File: src/rtl/dsb_pkg.sv
package dsb_pkg;

   localparam int unsigned BUS_DW = 64;

   typedef enum logic [1:0] {
      SQ_IDLE = 2'd0,
      SQ_REQ  = 2'd1,
      SQ_WAIT = 2'd2
   } sq_state_e;

   // error codes reported in control bits [14:12]
   localparam logic [2:0] ERR_NONE    = 3'd0;
   localparam logic [2:0] ERR_TIMEOUT = 3'd1;
   localparam logic [2:0] ERR_BADADDR = 3'd2;
   localparam logic [2:0] ERR_OTHER   = 3'd3;
   localparam logic [2:0] ERR_BUSY    = 3'd4;

   // register offsets seen by the debugger
   localparam logic [6:0] OFF_CTL = 7'h38;
   localparam logic [6:0] OFF_A0  = 7'h39;
   localparam logic [6:0] OFF_A1  = 7'h3A;
   localparam logic [6:0] OFF_A2  = 7'h3B;
   localparam logic [6:0] OFF_D0  = 7'h3C;
   localparam logic [6:0] OFF_D1  = 7'h3D;

   function automatic logic [4:0] size_bytes(input logic [2:0] code);
      case (code)
         3'd0:    return 5'd1;
         3'd1:    return 5'd2;
         3'd2:    return 5'd4;
         3'd3:    return 5'd8;
         3'd4:    return 5'd16;
         default: return 5'd0;
      endcase
   endfunction

   function automatic logic [BUS_DW-1:0] size_mask(input logic [2:0] code);
      case (code)
         3'd0:    return 64'h0000_0000_0000_00FF;
         3'd1:    return 64'h0000_0000_0000_FFFF;
         3'd2:    return 64'h0000_0000_FFFF_FFFF;
         default: return {BUS_DW{1'b1}};
      endcase
   endfunction

endpackage

File: src/rtl/dsb_size_check.sv
module dsb_size_check
   import dsb_pkg::*;
#(
   parameter logic [4:0] CAP_MASK = 5'b01111
)(
   input  logic [2:0] width_code,
   input  logic [3:0] addr_lo,
   output logic       width_ok,
   output logic       aligned
);

   localparam int unsigned NCODES = 8;

   logic [NCODES-1:0] cap_vec;
   logic [4:0]        lane_mask;

   // one entry per width code; codes beyond the capability field are never legal
   for (genvar i = 0; i < NCODES; i++) begin : g_cap
      if (i < 5) begin : g_known
         assign cap_vec[i] = CAP_MASK[i];
      end else begin : g_reserved
         assign cap_vec[i] = 1'b0;
      end
   end

   always_comb begin
      lane_mask = size_bytes(width_code) - 5'd1;
      width_ok  = cap_vec[width_code];
      aligned   = (({1'b0, addr_lo} & lane_mask) == 5'd0);
   end

endmodule

File: src/rtl/dsb_bus_seq.sv
module dsb_bus_seq
   import dsb_pkg::*;
#(
   parameter int unsigned ADDR_W  = 32,
   parameter int unsigned TMO_CYC = 64
)(
   input  logic                clk,
   input  logic                rst_n,
   input  logic                start,
   input  logic                start_we,
   input  logic [ADDR_W-1:0]   start_addr,
   input  logic [2:0]          start_size,
   input  logic [BUS_DW-1:0]   start_wdata,
   output logic                req_valid,
   input  logic                req_ready,
   output logic                req_write,
   output logic [ADDR_W-1:0]   req_addr,
   output logic [2:0]          req_size,
   output logic [BUS_DW-1:0]   req_wdata,
   input  logic                rsp_valid,
   input  logic                rsp_err,
   output logic                busy,
   output logic                fin_ok,
   output logic                fin_buserr,
   output logic                fin_tmo
);

   localparam int unsigned      CNT_W    = $clog2(TMO_CYC + 1);
   localparam logic [CNT_W-1:0] CNT_LAST = CNT_W'(TMO_CYC - 1);

   sq_state_e        state_q;
   logic [CNT_W-1:0] cnt_q;
   logic             rsp_now;

   always_comb begin
      rsp_now    = (state_q == SQ_WAIT) && rsp_valid;
      busy       = (state_q != SQ_IDLE);
      req_valid  = (state_q == SQ_REQ);
      fin_ok     = rsp_now && !rsp_err;
      fin_buserr = rsp_now && rsp_err;
      fin_tmo    = busy && (cnt_q == CNT_LAST) && !rsp_now;
   end

   always_ff @(posedge clk or negedge rst_n) begin
      if (!rst_n) begin
         state_q   <= SQ_IDLE;
         cnt_q     <= '0;
         req_write <= 1'b0;
         req_addr  <= '0;
         req_size  <= '0;
         req_wdata <= '0;
      end else begin
         case (state_q)
            SQ_IDLE: begin
               if (start) begin
                  state_q   <= SQ_REQ;
                  cnt_q     <= '0;
                  req_write <= start_we;
                  req_addr  <= start_addr;
                  req_size  <= start_size;
                  req_wdata <= start_wdata;
               end
            end
            SQ_REQ: begin
               cnt_q <= cnt_q + 1'b1;
               if (fin_tmo)        state_q <= SQ_IDLE;
               else if (req_ready) state_q <= SQ_WAIT;
            end
            SQ_WAIT: begin
               cnt_q <= cnt_q + 1'b1;
               if (rsp_now || fin_tmo) state_q <= SQ_IDLE;
            end
            default: state_q <= SQ_IDLE;
         endcase
      end
   end

   // an unaccepted request is held unchanged
   assert_req_hold_R14: assert property (@(posedge clk) disable iff (!rst_n)
      (req_valid && !req_ready && !fin_tmo) |=>
         (req_valid && $stable(req_addr) && $stable(req_write) && $stable(req_wdata)));

   // a timeout always returns the sequencer to idle
   assert_tmo_release_R11: assert property (@(posedge clk) disable iff (!rst_n)
      fin_tmo |=> !busy);

endmodule

File: src/rtl/dbg_sysbus_master.sv
module dbg_sysbus_master
   import dsb_pkg::*;
#(
   parameter int unsigned ADDR_W   = 32,
   parameter logic [4:0]  CAP_MASK = 5'b01111,
   parameter int unsigned TMO_CYC  = 64
)(
   input  logic                clk,
   input  logic                rst_n,
   input  logic                rb_valid,
   input  logic                rb_write,
   input  logic [6:0]          rb_addr,
   input  logic [31:0]         rb_wdata,
   output logic [31:0]         rb_rdata,
   output logic                mem_req_valid,
   input  logic                mem_req_ready,
   output logic                mem_req_write,
   output logic [ADDR_W-1:0]   mem_req_addr,
   output logic [2:0]          mem_req_size,
   output logic [63:0]         mem_req_wdata,
   input  logic                mem_rsp_valid,
   input  logic                mem_rsp_err,
   input  logic [63:0]         mem_rsp_rdata
);

   localparam int unsigned XW       = 96;
   localparam logic [6:0]  AW_FIELD = 7'(ADDR_W);

   if (ADDR_W < 8 || ADDR_W > 64) begin : g_bad_aw
      $error("dbg_sysbus_master: ADDR_W must lie in 8..64");
   end
   if (CAP_MASK[4]) begin : g_bad_cap
      $error("dbg_sysbus_master: data path is 64 bits, 128-bit capability not allowed");
   end
   if (TMO_CYC < 2) begin : g_bad_tmo
      $error("dbg_sysbus_master: TMO_CYC must be at least 2");
   end

   logic [ADDR_W-1:0] addr_q;
   logic [31:0]       data0_q, data1_q;
   logic [2:0]        err_q, width_q;
   logic              auto_rd_q, auto_inc_q, rd_on_addr_q;

   logic wr, rd, wr_ctl, wr_a0, wr_a1, wr_a2, wr_d0, wr_d1, rd_d0;
   logic busy, fin_ok, fin_buserr, fin_tmo;
   logic trig, busy_viol, do_start, bad_issue;
   logic width_ok, aligned;
   logic [XW-1:0]     addr_ext, addr_wr_ext;
   logic [ADDR_W-1:0] addr_cand, step;
   logic [31:0]       d0_cand;
   logic [63:0]       start_wdata, rd_masked;
   logic              unused_hi;

   always_comb begin
      wr     = rb_valid && rb_write;
      rd     = rb_valid && !rb_write;
      wr_ctl = wr && (rb_addr == OFF_CTL);
      wr_a0  = wr && (rb_addr == OFF_A0);
      wr_a1  = wr && (rb_addr == OFF_A1);
      wr_a2  = wr && (rb_addr == OFF_A2);
      wr_d0  = wr && (rb_addr == OFF_D0);
      wr_d1  = wr && (rb_addr == OFF_D1);
      rd_d0  = rd && (rb_addr == OFF_D0);

      addr_ext    = XW'(addr_q);
      addr_wr_ext = addr_ext;
      if (wr_a0) addr_wr_ext[31:0]  = rb_wdata;
      if (wr_a1) addr_wr_ext[63:32] = rb_wdata;
      if (wr_a2) addr_wr_ext[95:64] = rb_wdata;
      addr_cand = addr_wr_ext[ADDR_W-1:0];
      d0_cand   = wr_d0 ? rb_wdata : data0_q;

      trig      = (wr_a0 && rd_on_addr_q) || wr_d0 || (rd_d0 && auto_rd_q);
      busy_viol = busy && (wr_a0 || wr_a1 || wr_a2 || wr_d0 || wr_d1 || (rd_d0 && auto_rd_q));
      do_start  = trig && !busy && width_ok && aligned;
      bad_issue = trig && !busy && !(width_ok && aligned);

      start_wdata = {data1_q, d0_cand} & size_mask(width_q);
      rd_masked   = mem_rsp_rdata & size_mask(mem_req_size);
      step        = ADDR_W'(size_bytes(mem_req_size));
      unused_hi   = ^addr_wr_ext[XW-1:ADDR_W];
   end

   dsb_size_check #(.CAP_MASK(CAP_MASK)) u_size (
      .width_code (width_q),
      .addr_lo    (addr_cand[3:0]),
      .width_ok   (width_ok),
      .aligned    (aligned)
   );

   dsb_bus_seq #(.ADDR_W(ADDR_W), .TMO_CYC(TMO_CYC)) u_seq (
      .clk         (clk),
      .rst_n       (rst_n),
      .start       (do_start),
      .start_we    (wr_d0),
      .start_addr  (addr_cand),
      .start_size  (width_q),
      .start_wdata (start_wdata),
      .req_valid   (mem_req_valid),
      .req_ready   (mem_req_ready),
      .req_write   (mem_req_write),
      .req_addr    (mem_req_addr),
      .req_size    (mem_req_size),
      .req_wdata   (mem_req_wdata),
      .rsp_valid   (mem_rsp_valid),
      .rsp_err     (mem_rsp_err),
      .busy        (busy),
      .fin_ok      (fin_ok),
      .fin_buserr  (fin_buserr),
      .fin_tmo     (fin_tmo)
   );

   always_ff @(posedge clk or negedge rst_n) begin
      if (!rst_n) begin
         addr_q       <= '0;
         data0_q      <= '0;
         data1_q      <= '0;
         err_q        <= ERR_NONE;
         width_q      <= '0;
         auto_rd_q    <= 1'b0;
         auto_inc_q   <= 1'b0;
         rd_on_addr_q <= 1'b0;
      end else begin
         if (wr_ctl) begin
            rd_on_addr_q <= rb_wdata[21];
            width_q      <= rb_wdata[20:18];
            auto_inc_q   <= rb_wdata[17];
            auto_rd_q    <= rb_wdata[16];
         end
         if (!busy) begin
            addr_q  <= addr_cand;
            data0_q <= d0_cand;
            if (wr_d1) data1_q <= rb_wdata;
         end else if (fin_ok) begin
            if (!mem_req_write) begin
               data0_q <= rd_masked[31:0];
               if (mem_req_size == 3'd3) data1_q <= rd_masked[63:32];
            end
            if (auto_inc_q) addr_q <= addr_q + step;
         end
         if (fin_tmo)         err_q <= ERR_TIMEOUT;
         else if (fin_buserr) err_q <= ERR_BADADDR;
         else if (busy_viol)  err_q <= ERR_BUSY;
         else if (bad_issue)  err_q <= ERR_OTHER;
         else if (wr_ctl)     err_q <= err_q & ~rb_wdata[14:12];
      end
   end

   always_comb begin
      case (rb_addr)
         OFF_CTL: rb_rdata = {10'd0, rd_on_addr_q, width_q, auto_inc_q, auto_rd_q,
                              busy, err_q, AW_FIELD, CAP_MASK};
         OFF_A0:  rb_rdata = addr_ext[31:0];
         OFF_A1:  rb_rdata = addr_ext[63:32];
         OFF_A2:  rb_rdata = addr_ext[95:64];
         OFF_D0:  rb_rdata = data0_q;
         OFF_D1:  rb_rdata = data1_q;
         default: rb_rdata = 32'd0;
      endcase
   end

   // only defined codes ever appear
   assert_err_code_R13: assert property (@(posedge clk) disable iff (!rst_n)
      err_q <= ERR_BUSY);

   // only advertised widths reach the bus
   assert_size_cap_R3: assert property (@(posedge clk) disable iff (!rst_n)
      mem_req_valid |-> ((mem_req_size <= 3'd4) && CAP_MASK[mem_req_size]));

   // issued addresses are naturally aligned
   assert_aligned_R10: assert property (@(posedge clk) disable iff (!rst_n)
      mem_req_valid |-> ((mem_req_addr[3:0] & (size_bytes(mem_req_size) - 5'd1)) == 4'd0));

   // a rejected access raises no request
   assert_reject_R10: assert property (@(posedge clk) disable iff (!rst_n)
      bad_issue |=> (!mem_req_valid && err_q == ERR_OTHER));

   // a collision with an access in flight reports busy error
   assert_busy_drop_R9: assert property (@(posedge clk) disable iff (!rst_n)
      (busy_viol && !fin_tmo && !fin_buserr) |=> (err_q == ERR_BUSY));

endmodule

File: config.mk
export PLATFORM = sky130hd
export DESIGN_NAME = dbg_sysbus_master
export DESIGN_NICKNAME = d
export VERILOG_FILES = /design/src/rtl/dsb_pkg.sv /design/src/rtl/dsb_size_check.sv /design/src/rtl/dsb_bus_seq.sv /design/src/rtl/dbg_sysbus_master.sv
export SDC_FILE = /design/constraint.sdc
export NUM_CORES = 1
export LEC_CHECK = 0
export ABC_AREA = 1
export BUFFER_PORTS_ARGS = -buffer_cell sky130_fd_sc_hd__buf_4
export CORE_ASPECT_RATIO = 0.75
export CORE_UTILIZATION = 35
export DETAILED_ROUTE_END_ITERATION = 16
export MAX_ROUTING_LAYER = met4
export SLEW_MARGIN = 20
export SYNTH_ARGS = -nofsm -noshare
export SYNTH_HDL_FRONTEND = slang
export SYNTH_SLANG_ARGS = --single-unit
File: constraint.sdc
create_clock -name clk -period 3.8 [get_ports clk]
set_input_delay 0.38 -clock clk [delete_from_list [all_inputs] [get_ports clk]]
set_output_delay 0.38 -clock clk [all_outputs]
set_load 0.05 [all_outputs]
==> After elaboration in Yosys (flattened, before gate mapping) <==
Memory sizes are Yosys's and may differ from the RTL's.
Cells that the tools add are included.
{ "word_totals": {"elab_cells": 129, "ramBits": 0, "regBits": 214, "input_bits": 110, "latchBits": 0, "mem_count": 1, "rom_bits": 8} }
{ "memory_table": {"columns": ["name", "depth", "width", "rd", "rd_clocked_by_memory_dff", "write_ports", "line", "source"], "rows": [
  ["(name not given)", 8, 1, 1, 0, 0, "dsb_size_check.sv:28", "width_ok = cap_vec[width_code];"]
]} }
{ "classes": {"add_sub_neg": 3, "muxes": 31, "order_cmp": 1, "n_mul": 0, "eq_ne": 24, "div_mod_pow": 0, "n_reduce_logical": 50, "shifts": 0, "bitwise": 5} }
{ "op_table": {"columns": ["cell", "count"], "rows": [
  ["$mux W32", 13],
  ["$pmux W64 S3", 2],
  ["$and A64 B64 Y64", 2],
  ["$pmux W32 S4", 1],
  ["$pmux W5 S5", 2],
  ["$eq A7 B6 Y1 const B", 7],
  ["$add A32 B5 Y32", 1],
  ["$logic_and A1 B1 Y1", 22],
  ["$mux W3", 5],
  ["$pmux W7 S2", 1],
  ["$eq A3 B2 Y1 const B", 4],
  ["$logic_or A1 B1 Y1", 8],
  ["$mux W2", 4],
  ["$ne A2 B2 Y1 const B", 4],
  ["$reduce_and A2 Y1", 4],
  ["$add A7 B1 Y7 const B", 1],
  ["$mux W7", 1],
  ["$eq A3 B1 Y1 const B", 2],
  ["$eq A3 B3 Y1 const B", 2],
  ["$logic_not A3 Y1", 2],
  ["$pmux W2 S3", 1],
  ["$reduce_bool A2 Y1", 3],
  ["$and A4 B5 Y5", 1],
  ["$logic_not A1 Y1", 5],
  ["15 further kinds", 16]
]} }

==> Logic depth before layout (Yosys ltp) <==
Gate-level depths: netlist of the first run.
{ "depth": {"depth_word": 12, "ltp_mapped": 16, "mapped_depth_nobuf": 15} }

==> By module <==
A second synthesis of the first run with hierarchy kept.
{ "unflattened": {"cells_unflattened": 1709, "hier_area_um2": 12303.0} }
{ "modules_own_cells": {"columns": ["mod", "n_inst", "cells_each", "area_per_inst_um2"], "rows": [
  ["dbg_sysbus_master", 1, 1193, 7826.3],
  ["dsb_bus_seq", 1, 504, 4424.2],
  ["dsb_size_check", 1, 12, 52.6]
]} }

==> Worst setup path after synthesis of the first run <==
OpenSTA, ideal clock, no wires.
{ "synth_path": {"path_kind": "register -> register", "startpoint": "register u_seq.req_size[1]", "endpoint": "register addr_q[24]", "n_path_buf": 0, "arrival_time_ps": 2921, "path_slack_ps": 801, "stages_incl_launch_ff": 15, "period_less_slack_ps": 2999, "t_required_ps": 3722, "cell_sequence": "dfrtp_1 nor3_1 ha_1 inv_1 fa_1 nand3b_1 nand2_1 inv_1 o21ai_2 nand2_1 nor2_1 nand2_1 o21ai_0 nand2_1 o21bai_1"} }
{ "synth_between": {"elab_chain_len": 6, "elab_cells_between_ends": 10, "cone_classes": "add/sub (1); eq/ne (4); mux (4); reduce/logical (1)"} }
{ "synth_lines": {"columns": ["item", "line", "source"], "rows": [
  ["start: declaration", "dsb_bus_seq.sv:18", "output logic [2:0] req_size,"],
  ["start signal: assignment", "dsb_bus_seq.sv:60", "req_size <= start_size;"],
  ["$eq A3 B3 Y1, or another cell as far along", "dsb_pkg.sv:27", "case (code)"],
  ["$pmux W5 S5 *", "dsb_pkg.sv:27", null],
  ["$add A32 B5 Y32 *", "dbg_sysbus_master.sv:139", "if (auto_inc_q) addr_q <= addr_q + step;"],
  ["$mux W32 *", "dbg_sysbus_master.sv:139", null],
  ["$mux W32 *", "dbg_sysbus_master.sv:134", "end else if (fin_ok) begin"],
  ["$mux W32 *", "dbg_sysbus_master.sv:130", "if (!busy) begin"],
  ["end signal: assignment", "dbg_sysbus_master.sv:131", "addr_q <= addr_cand;"],
  ["end signal: assignment", "dbg_sysbus_master.sv:139", null],
  ["end: declaration", "dbg_sysbus_master.sv:39", "logic [ADDR_W-1:0] addr_q;"]
]} }
Every way passes the cells marked *; elsewhere a longest branch is shown, timed or not. The select of a mux whose other input is x is not followed.
A chain may end at the register's enable or synchronous reset.

==> Final worst setup path of the first run <==
Same ends and word-level chain as after synthesis.

==> key figures, run 1 <==
Outcome
  • Status: finished clean

Timing
  • Actual transition at the worst max-transition pin: 1.027 ns
  • Final setup vio count: 0
  • Tcrit/Tclk final: 0.9134
  • Final TNS setup: 0 ns
  • WHS: 0.09823 ns
  • Peak Freq: 288.1 MHz
  • Final Hold Viols: 0
  • Slew Limit Fails: 0
  • RSZ-0062 raised after global routing: no
  • Slew HR: 0.3144
  • Worst clock skew: 0.01400 ns
  • Final Critical Period: 3.471 ns
  • Final WS setup: 0.3291 ns

Final layout
  • Fill count: 3268
  • Final nets: 1806
  • Area grow syn2layout: 26.27%
  • Layout cells sized above 1: 0.2021
  • Fin util: 0.4498

CTS
  • CTS clock-pin slew for the worst setup and hold paths: 0.07 ns
  • Num CTS Buffers: 24
  • Clk sink count: 214
  • Worst-skew pair later-pin latency: 0.54 ns
  • CTS tree: yes
  • Root Driver: clkbuf_16
  • H-tree depth: 1
  • Post-CTS sizing: 0
  • CTS Buffer Depth: 3
  • Post-CTS setup buffers: 0

Worst setup path
  • Worst Path Required: 4.25 ns
  • CP Capture Type: register
  • Worst R2R Path Depth: 14
  • CP max FO: 7
  • R2R setup slack: 0.33 ns
  • Setup CP Type: register to register
  • Startpoint class of the critical path: register
  • Critical Path AT: 3.92 ns

Synthesis
  • Yosys warns: 0
  • Top cell type by total area after synthesis: dfrtp_1
  • Synth Instances: 1477
  • Net Count, Synth: 1598
  • Synth async-reset ratio: 1.000
  • Dominant cells by area after synthesis: dfrtp_1 (46%), nand2_1 (13%), o21ai_0 (7.0%)
  • Post-synthesis average cell area: 7.827 µm²
  • Count leader, synth: nand2_1
  • Synth unique cells: 47
  • #FFs+latches synth: 214
  • Sequential fraction of the synthesis area: 0.4633
  • Share of the synthesized area in the top cell type: 0.4633
  • EDFF count, synth: 0
  • Post-Syn Area: 11560 µm²
  • Synth Flop Type: dfrtp_1
  • Most common library cells after synthesis: nand2_1 (406), dfrtp_1 (214), o21ai_0 (161)

Place
  • Routability cong.: 0.9565
  • Placement Setup Slack: 0.4877 ns
  • Hpwl dp: 34.26 mm
  • PortBufs: 242

Route
  • Antenna Nets Post-Route: 0
  • Drt drc: 0
  • Avg Vias per Cell: 5.337
  • Final WL: 45.19 mm
  • DR WL/cell: 21.10 µm
  • Via count: 11.43k
  • Initial drt markers: 1111
  • Drt pass-1 iters: 5

Floorplan
  • Die area: 33770 µm²
  • Die Y: 159.4 µm
  • Initial Util: 0.3562
  • Top-Level Pins: 243
  • CORE AREA: 32450 µm²
  • Die Span X: 211.9 µm
  • Site row count: 57

Power
  • Part of the power in the clock network: 0.288
  • LEAKAGE: 6.937 nW
  • Sequential fraction of design power: 0.369
  • Switch Pwr: 3.183 mW
  • Pint: 4.823 mW
  • Net Sw Frac: 0.3976
  • Gate power share: 0.343
  • Worst VDD drop: 0.3344 mV
  • P per Cell Area: 548.5 nW/µm²

Job
  • Max Cap Viol: 0

GRT
  • Total GRT Usage: 0.2749
  • Via count of the first global-routing pass: 10.97k
  • Largest net degree at the start of global routing: 118
  • Remaining Overflow, GRT: 0
  • First-pass GRT wire length: 67.56 mm
  • Antenna violations before repair: 3

Worst hold path
  • Hold Path Stages: 3
  • Hold crit path type: input port to register
what timing repair did:
| action | 4_1_cts | 5_1_grt |
|---|---|---|
| hold endpoints to repair | 29 | 0 |
| setup endpoints to repair | 0 | 0 |
| hold buffers | 1 | 0 |
cell families after synthesis:
| kind of cell | synth area share |
|---|---|
| multiplexers | 0.001732 |
| XOR/XNOR | 0.01894 |
| buffers and inverters | 0.07468 |
| AND/OR/NAND/NOR | 0.2336 |
| flip-flops | 0.4633 |
| adder cells (fa/ha/maj) | 0.01256 |
| AO/OA/AOI/OAI | 0.1953 |
metal layers:
layer / wire (µm) / track usage / share of wire
met2: 19610 / 0.4000 / 0.43
met5: 0 / - / 0
met1: 20730 / 0.3900 / 0.46
met4: 1310 / 0.07806 / 0.029
met3: 3536 / 0.04793 / 0.078
sequential cells by signal, summed over array words and instances (netlist names):
| name | count |
|---|---|
| addr_q | 32 |
| auto_inc_q | 1 |
| auto_rd_q | 1 |
| data0_q | 32 |
| data1_q | 32 |
| err_q | 3 |
| rd_on_addr_q | 1 |
| u_seq.cnt_q | 7 |
| u_seq.req_addr | 32 |
| u_seq.req_size | 3 |
| u_seq.req_wdata | 64 |
| u_seq.req_write | 1 |
| u_seq.state_q | 2 |
| width_q | 3 |
cell usage in the layout (no fill, tap or decap), drive strengths merged:
cell type and count:
a22oi 2, a221oi 7, inv 130, o2111ai 2
fa 1, o21bai 1, o211ai 12, xnor2 2
o31ai 16, and3 1, clkinv 5, dfrtp 214
nor2 92, xor2 23, diode 3, a21boi 2
a31oi 30, nand2 410, o22ai 14, a21oi 23
bufinv 1, or2 5, a21o 4, nor3 19
and2 1, clkbuf 33, o221ai 44, o21ai 208
buf 268, mux2i 2, dlygate4sd3 1, nand3 86
ha 10, nand4 24, nand3b 3, nor4 1
stage by stage:
| stage | cells | power [mW] | area (µm²) |
|---|---|---|---|
| global placement | 2100 | 5.659 | 13830 |
| CTS | 2139 | 8.016 | 14590 |
| detailed placement | 2100 | 5.700 | 13830 |
| finish | 2142 | 8.006 | 14600 |
| global route | 2142 | 8.457 | 14600 |
| floorplan | 1477 | 4.707 | 11560 |
worst max-delay path, cell delays in order (launching register included):
cell and delay, ns:
dfrtp_1 0.44, nor3_1 0.34, ha_1 0.23, inv_1 0.05, fa_1 0.43, nand3b_1 0.18
nand2_1 0.14, inv_1 0.07, o21ai_2 0.26, nand2_1 0.24, nor2_1 0.44, nand2_1 0.18
o21ai_0 0.18, nand2_1 0.07, o21bai_1 0.13
power by group through the flow:
stage / clock network, mW / logic [mW] / registers (mW)
global route: 2.43 / 3.03 / 3.00
CTS: 2.34 / 2.73 / 2.95
detailed placement: 0 / 2.72 / 2.98
global placement: 0 / 2.68 / 2.98
floorplan: 0 / 1.76 / 2.95
finish: 2.30 / 2.75 / 2.95
final timing paths:
check / endpoint / start
min: data0_q[7] / mem_rsp_rdata[7]
max: addr_q[24] / u_seq.req_size[1]
max reg2reg: addr_q[24] / u_seq.req_size[1]
min reg2reg: u_seq.req_wdata[49] / u_seq.req_wdata[49]
max in group asynchronous: u_seq.req_wdata[36] / rst_n
min in group asynchronous: u_seq.req_addr[20] / rst_n
final cells by class:
type,count,area [µm²],share of cell area
clock inverter,5,50.05,0.003429
tap,442,553.0,0.03789
sequential,214,5355,0.3669
clock buffer,33,695.7,0.04766
inverter,131,495.5,0.03394
antenna,3,7.507,0.0005143
timing repair buffer,269,2079,0.1425
multi-input combinational,1045,5360,0.3672
Power figures use the tool's default switching activity.
==> run 2, diff against run 1 <==
--- a/config.mk
+++ b/config.mk
@@ -5,7 +5,6 @@
 export SDC_FILE = /design/constraint.sdc
 export NUM_CORES = 1
 export LEC_CHECK = 0
-export ABC_AREA = 1
 export BUFFER_PORTS_ARGS = -buffer_cell sky130_fd_sc_hd__buf_4
 export CORE_ASPECT_RATIO = 0.75
 export CORE_UTILIZATION = 35
==> key figures, run 2 <==
Outcome
  • Status: finished clean

Synthesis
  • Synth Instances: 1260
  • Dominant cells by area after synthesis: dfrtp_1 (47%), nand2_1 (7.1%), mux2i_1 (6.4%)
  • Mux contribution to synthesized area: 0.09830
  • Net Count, Synth: 1381
  • Share of the synthesized area in the top cell type: 0.4669
  • Synth Flop Type: dfrtp_1
  • Post-synthesis average cell area: 9.102 µm²
  • Count leader, synth: nand2_1
  • Synth Area in Adders: 0.01266
  • Synth unique cells: 70
  • Largest family of logic cells by synthesized area: compound AO/OA/AOI/OAI gates
  • EDFF count, synth: 0
  • Post-Syn Area: 11470 µm²
  • Synth Area in XOR/XNOR: 0.007637
  • Sequential fraction of the synthesis area: 0.4669
  • Yosys warns: 0
  • Synth async-reset ratio: 1.000
  • #FFs+latches synth: 214
  • Compound-Gate Fraction of Synth Area: 0.2015
  • Most common library cells after synthesis: nand2_1 (216), dfrtp_1 (214), nor2_1 (132)
  • Simple-Gate Fraction of Synth Area: 0.1719
  • Top cell type by total area after synthesis: dfrtp_1

Floorplan
  • Die Y: 158.8 µm
  • Die area: 33500 µm²
  • CORE AREA: 32310 µm²
  • Top-Level Pins: 243
  • Site row count: 57
  • Die Span X: 211.0 µm
  • Initial Util: 0.3550

Place
  • PortBufs: 242
  • Routability cong.: 0.9212
  • Hpwl dp: 31.57 mm

GRT
  • Via count of the first global-routing pass: 10.39k
  • Antenna violations before repair: 1
  • First-pass GRT wire length: 66.04 mm
  • Remaining Overflow, GRT: 0
  • Total GRT Usage: 0.2683
  • Largest net degree at the start of global routing: 119

Route
  • DR WL/cell: 22.83 µm
  • Antenna Nets Post-Route: 0
  • Via count: 10.84k
  • Drt pass-1 iters: 6
  • Initial drt markers: 1133
  • Drt drc: 0
  • Avg Vias per Cell: 5.600
  • Final WL: 44.18 mm

Worst setup path
  • Worst Path Required: 4.23 ns
  • Startpoint class of the critical path: register
  • Worst-path cell chain: nor3_1 -> ha_1 -> inv_1 -> fa_1 -> nor2b_1 -> o31a_1 -> o211ai_1 -> or4_1 -> o211ai_1
  • CP Capture Type: register
  • FF-to-FF End: addr_q[28]
  • CP bufs+invs: 1
  • CP max FO: 8
  • Critical Path Slowest Stage Cell: nor3_1
  • CP max stage delay: 0.65 ns
  • Critical Path AT: 3.96 ns
  • Critical Path Most Common Cell: o211ai_1
  • Worst R2R Path Depth: 9
  • Setup CP Type: register to register
  • R2R setup slack: 0.27 ns
  • CP delay by family, top: simple AND/OR/NAND/NOR gates
  • R2r startpoint: u_seq.req_size[0]

Power
  • P per Cell Area: 459.4 nW/µm²
  • Worst VDD drop: 0.2159 mV
  • LEAKAGE: 6.658 nW

CTS
  • H-tree depth: 1
  • CTS clock-pin slew for the worst setup and hold paths: 0.07 ns
  • Root Driver: clkbuf_16
  • CTS tree: yes
  • Worst-skew pair later-pin latency: 0.53 ns
  • CTS Buffer Depth: 3
  • Clk sink count: 214
  • Num CTS Buffers: 23

Timing
  • Slew HR: 0.3576
  • Actual transition at the worst max-transition pin: 0.9636 ns
  • Final TNS setup: 0 ns
  • Peak Freq: 283.7 MHz
  • Slew Limit Fails: 0
  • Worst clock skew: 0.01981 ns
  • Final Hold Viols: 0
  • Final Critical Period: 3.525 ns
  • Final setup vio count: 0
  • Tcrit/Tclk final: 0.9277
  • RSZ-0062 raised after global routing: no

Worst hold path
  • Hold Path Stages: 3
  • Hold crit path type: input port to register
  • Endpoint, Worst Hold: data0_q[13]
  • Worst Hold Launch: mem_rsp_rdata[13]

Final layout
  • Final nets: 1598
  • Commonest non-fill, non-tap cell in the layout: buf_4
  • Most frequent cells in the layout: buf_4 (270), nand2_1 (216), dfrtp_1 (214)
  • Area grow syn2layout: 27.01%
  • Largest register FFs: 64
  • Most flop-heavy register: u_seq.req_wdata
  • Layout cells sized above 1: 0.2413
  • Fin util: 0.4509

Job
  • Max Cap Viol: 0
## run 2: cell count changes after synthesis, sizes merged, moves of 42 or more
cell / previous run / this run
mux2i: 2 / 74
inv: 130 / 29
o221ai: 44 / 2
nand2: 410 / 218
nand3: 86 / 16
a21oi: 23 / 98
o21ai: 208 / 116
nor2: 92 / 134
## run 2: routing by layer
metal | track usage | wire length [µm] | part of all wire | vias up
li1 | - | - | - | 4929
met1 | 0.3918 | 20450 | 0.46 | 5380
met2 | 0.3765 | 18780 | 0.43 | 476
met3 | 0.06032 | 4042 | 0.091 | 51
met4 | 0.05797 | 912 | 0.021 | 0
met5 | - | 0 | 0 | -
## run 2: logic make-up (layout without fill, tap and decap cells)
group           after synthesis  in the layout
flops                       214            214
other cells                   0              1
xor+xnor                     10             10
buf+inv                     113            345
compound gates              365            365
simple gates                449            449
mux                          98             98
fa+ha+maj                    11             11
## run 2: metrics by stage
| step | area [µm²] | setup slack, ns | cells | power, mW | hold slack (ns) |
|---|---|---|---|---|---|
| 2_1_floorplan | 11470 | 0.5921 | 1260 | 3.770 | 0.08441 |
| 3_3_place_gp | 13820 | 0.2921 | 1893 | 4.416 | 0.4680 |
| 3_5_place_dp | 13820 | 0.3789 | 1893 | 4.435 | 0.4749 |
| 4_1_cts | 14560 | 0.3445 | 1934 | 6.709 | 0.03489 |
| 5_1_grt | 14570 | 0.2023 | 1935 | 6.995 | 0.04752 |
| 6_report | 14570 | 0.2747 | 1935 | 6.692 | 0.04269 |
## run 2: worst max-delay path by stage
stage                                  from                  end  cells after the start
after floorplan                  width_q[1]  u_seq.req_wdata[20]                     12
after global placement    u_seq.req_size[0]           addr_q[28]                      9
after detailed placement  u_seq.req_size[0]           addr_q[28]                      9
after CTS                 u_seq.req_size[0]           addr_q[28]                      9
after global routing      u_seq.req_size[0]           addr_q[28]                      9
final                     u_seq.req_size[0]           addr_q[28]                      9
## run 2: where the power goes
part	leakage (nW)	switching (mW)	total [mW]	internal [mW]
sequential	2.88	0.274	2.78	2.51
combinational	3.41	1.01	1.63	0.624
clock	0.367	0.969	2.28	1.31
## run 2: cell type report
cell class	count	area, µm²
flip-flops and latches	214	5355
diodes	1	2.502
multi-input cells	933	5680
well taps	442	553.0
repair buffers	276	2132
clock buffers	31	635.6
clock inverters	9	98.84
inverters	29	108.9
fillers	3208	17740
## run 2: what timing repair did
item	4_1_cts	5_1_grt
hold buffers	1	0
buffers inserted	0	0
hold endpoints to repair	5	0
gates resized for setup	0	0
## run 2: worst min-delay path, cell delays in order
cell and delay, ns:
buf_4 0.08, nand2_1 0.04, nand2_1 0.05
==> run 3, diff against run 2 <==
--- a/config.mk
+++ b/config.mk
@@ -13,4 +13,5 @@
 export SLEW_MARGIN = 20
 export SYNTH_ARGS = -nofsm -noshare
 export SYNTH_HDL_FRONTEND = slang
+export SYNTH_HIERARCHICAL = 1
 export SYNTH_SLANG_ARGS = --single-unit
==> key figures, run 3 <==
Outcome
  • Status: finished clean

Timing
  • Slew Limit Fails: 0
  • Worst clock skew: 0.02012 ns
  • Final Critical Period: 3.185 ns
  • Peak Freq: 314.0 MHz
  • Actual transition at the worst max-transition pin: 1.107 ns
  • Tcrit/Tclk final: 0.8381
  • Slew HR: 0.2606
  • Final TNS setup: 0 ns
  • RSZ-0062 raised after global routing: no
  • Final setup vio count: 0
  • Final Hold Viols: 0

Synthesis
  • #FFs+latches synth: 214
  • EDFF count, synth: 0
  • Synth unique cells: 69
  • Top cell type by total area after synthesis: dfrtp_1
  • Yosys warns: 6
  • Synth Instances: 1063
  • Most common library cells after synthesis: dfrtp_1 (214), mux2_2 (146), nor2_1 (102)
  • Share of the synthesized area in the top cell type: 0.4759
  • Synth async-reset ratio: 1.000
  • Dominant cells by area after synthesis: dfrtp_1 (48%), mux2_2 (15%), a22oi_1 (5.2%)
  • Synth Flop Type: dfrtp_1
  • Sequential fraction of the synthesis area: 0.4759
  • Count leader, synth: dfrtp_1
  • Post-Syn Area: 11250 µm²
  • Net Count, Synth: 1184
  • Post-synthesis average cell area: 10.59 µm²

Worst setup path
  • Worst-path cell chain: inv_1 -> ha_1 -> clkinv_2 -> buf_4 -> a22oi_1 -> nand2_1 -> buf_4
  • Critical Path Most Common Cell: buf_4
  • Critical Path AT: 2.80 ns
  • CP bufs+invs: 4
  • CP max FO: 88
  • R2r startpoint: u_seq/req_size[1]
  • CP Capture Type: primary output
  • Setup CP Type: register to primary output
  • Worst Path Required: 3.42 ns
  • Critical Path Slowest Stage Cell: buf_4
  • Startpoint class of the critical path: register
  • Worst R2R Path Depth: 9
  • CP delay by family, top: buffers and inverters
  • R2R setup slack: 0.63 ns
  • FF-to-FF End: addr_q[24]
  • CP max stage delay: 0.46 ns

GRT
  • Largest net degree at the start of global routing: 98
  • Total GRT Usage: 0.2390
  • Via count of the first global-routing pass: 9417
  • Antenna violations before repair: 0
  • First-pass GRT wire length: 58.43 mm
  • Remaining Overflow, GRT: 0

Worst hold path
  • Endpoint, Worst Hold: data0_q[29]
  • Worst Hold Launch: mem_rsp_rdata[29]
  • Hold Path Stages: 3
  • Hold crit path type: input port to register

CTS
  • Root Driver: clkbuf_16
  • CTS Buffer Depth: 3
  • CTS clock-pin slew for the worst setup and hold paths: 0.06 ns
  • CTS tree: yes
  • Worst-skew pair later-pin latency: 0.53 ns
  • Clk sink count: 214
  • H-tree depth: 1
  • Post-CTS sizing: 0
  • Num CTS Buffers: 23

Power
  • Gate power share: 0.312
  • Sequential fraction of design power: 0.387
  • Worst VDD drop: 0.3322 mV
  • Part of the power in the clock network: 0.301
  • Overall power: 7.565 mW
  • Net Sw Frac: 0.3680
  • Pint: 4.781 mW
  • P per Cell Area: 526.5 nW/µm²
  • LEAKAGE: 6.716 nW
  • Switch Pwr: 2.784 mW

Final layout
  • Commonest non-fill, non-tap cell in the layout: buf_4
  • Largest register FFs: 64
  • Fill count: 3013
  • # diodes: 0
  • Layout cells sized above 1: 0.3612
  • Register area: 5355 µm²
  • Most flop-heavy register: u_seq/req_wdata
  • Area grow syn2layout: 27.67%
  • Area of the multi-input gates: 5508 µm²
  • Most frequent cells in the layout: buf_4 (265), dfrtp_1 (214), mux2_2 (146)
  • Final nets: 1411

Place
  • PortBufs: 242
  • Routability cong.: 0.8942
  • Hpwl dp: 27.18 mm

Route
  • DR WL/cell: 22.42 µm
  • Initial drt markers: 925
  • Drt pass-1 iters: 6
  • Avg Vias per Cell: 5.591
  • Antenna Nets Post-Route: 0
  • Final WL: 38.35 mm
  • Drt drc: 0
  • Via count: 9560

Floorplan
  • Top-Level Pins: 243
  • Die Y: 157.3 µm
  • Initial Util: 0.3577
  • CORE AREA: 31460 µm²
  • Site row count: 56
  • Die Span X: 209.1 µm
  • Die area: 32880 µm²

Job
  • Max Cap Viol: 0
## run 3: cell type report
| class | count | area share |
|---|---|---|
| Clock inverter | 7 | 0.006357 |
| Inverter | 32 | 0.008447 |
| Timing Repair Buffer | 273 | 0.1486 |
| Clock buffer | 32 | 0.04520 |
| Tap cell | 406 | 0.03536 |
| Multi-Input combinational cell | 746 | 0.3833 |
| Sequential cell | 214 | 0.3727 |
## run 3: tightest hold or removal path, cell delays in order
cell and delay [ns]:
buf_4 0.08, a22oi_1 0.05, o21ai_0 0.07
## run 3: kinds of logic (layout without fill, tap and decap cells)
logic type,after synthesis,after routing,synth area share
buf+inv,103,344,0.03825
xor+xnor,20,20,0.01557
fa+ha+maj,11,11,0.01290
flops,214,214,0.4759
compound gates,261,261,0.1599
simple gates,277,277,0.1237
mux,177,177,0.1738
## run 3: worst max-delay path by stage
stage / from / to / cells past startpoint
detailed placement: rb_addr[2] / u_seq/req_wdata[23] / 12
CTS: u_seq/state_q[0] / rb_rdata[15] / 7
global route: u_seq/req_size[1] / addr_q[24] / 9
finish: u_seq/state_q[0] / rb_rdata[15] / 7
global placement: rb_addr[2] / u_seq/req_wdata[58] / 12
floorplan: rb_addr[6] / u_seq/state_q[0] / 12
## run 3: metal layers
layer | share of wire | wire (µm) | global-route usage
met4 | 0.010 | 387 | 0.03046
met5 | 0 | 0 | -
met2 | 0.46 | 17730 | 0.3778
met3 | 0.073 | 2788 | 0.03851
met1 | 0.45 | 17450 | 0.3311
## run 3: metrics by stage
step	cell area [µm²]	setup WS [ns]	hold slack (ns)	utilization	instances
global route	14370	0.3590	0.08213	0.4567	1710
finish	14370	0.6152	0.09488	0.4567	1710
global placement	13620	0.4674	0.4872	0.4328	1670
floorplan	11250	0.4843	0.08441	-	1063
CTS	14370	0.6125	0.08191	0.4567	1710
detailed placement	13620	0.3330	0.4844	0.4328	1670
## run 3: repair_timing
item,in CTS,in global routing
setup buffers,0,0
hold buffers,1,0
hold endpoints to repair,94,0
## run 3: power by group through the flow
stage	Combinational (mW)	Sequential, mW	Clock (mW)
6_report	2.36	2.93	2.27
2_1_floorplan	1.52	2.91	0
4_1_cts	2.36	2.92	2.32
3_5_place_dp	2.34	2.96	0
3_3_place_gp	2.32	2.95	0
5_1_grt	2.58	2.97	2.41
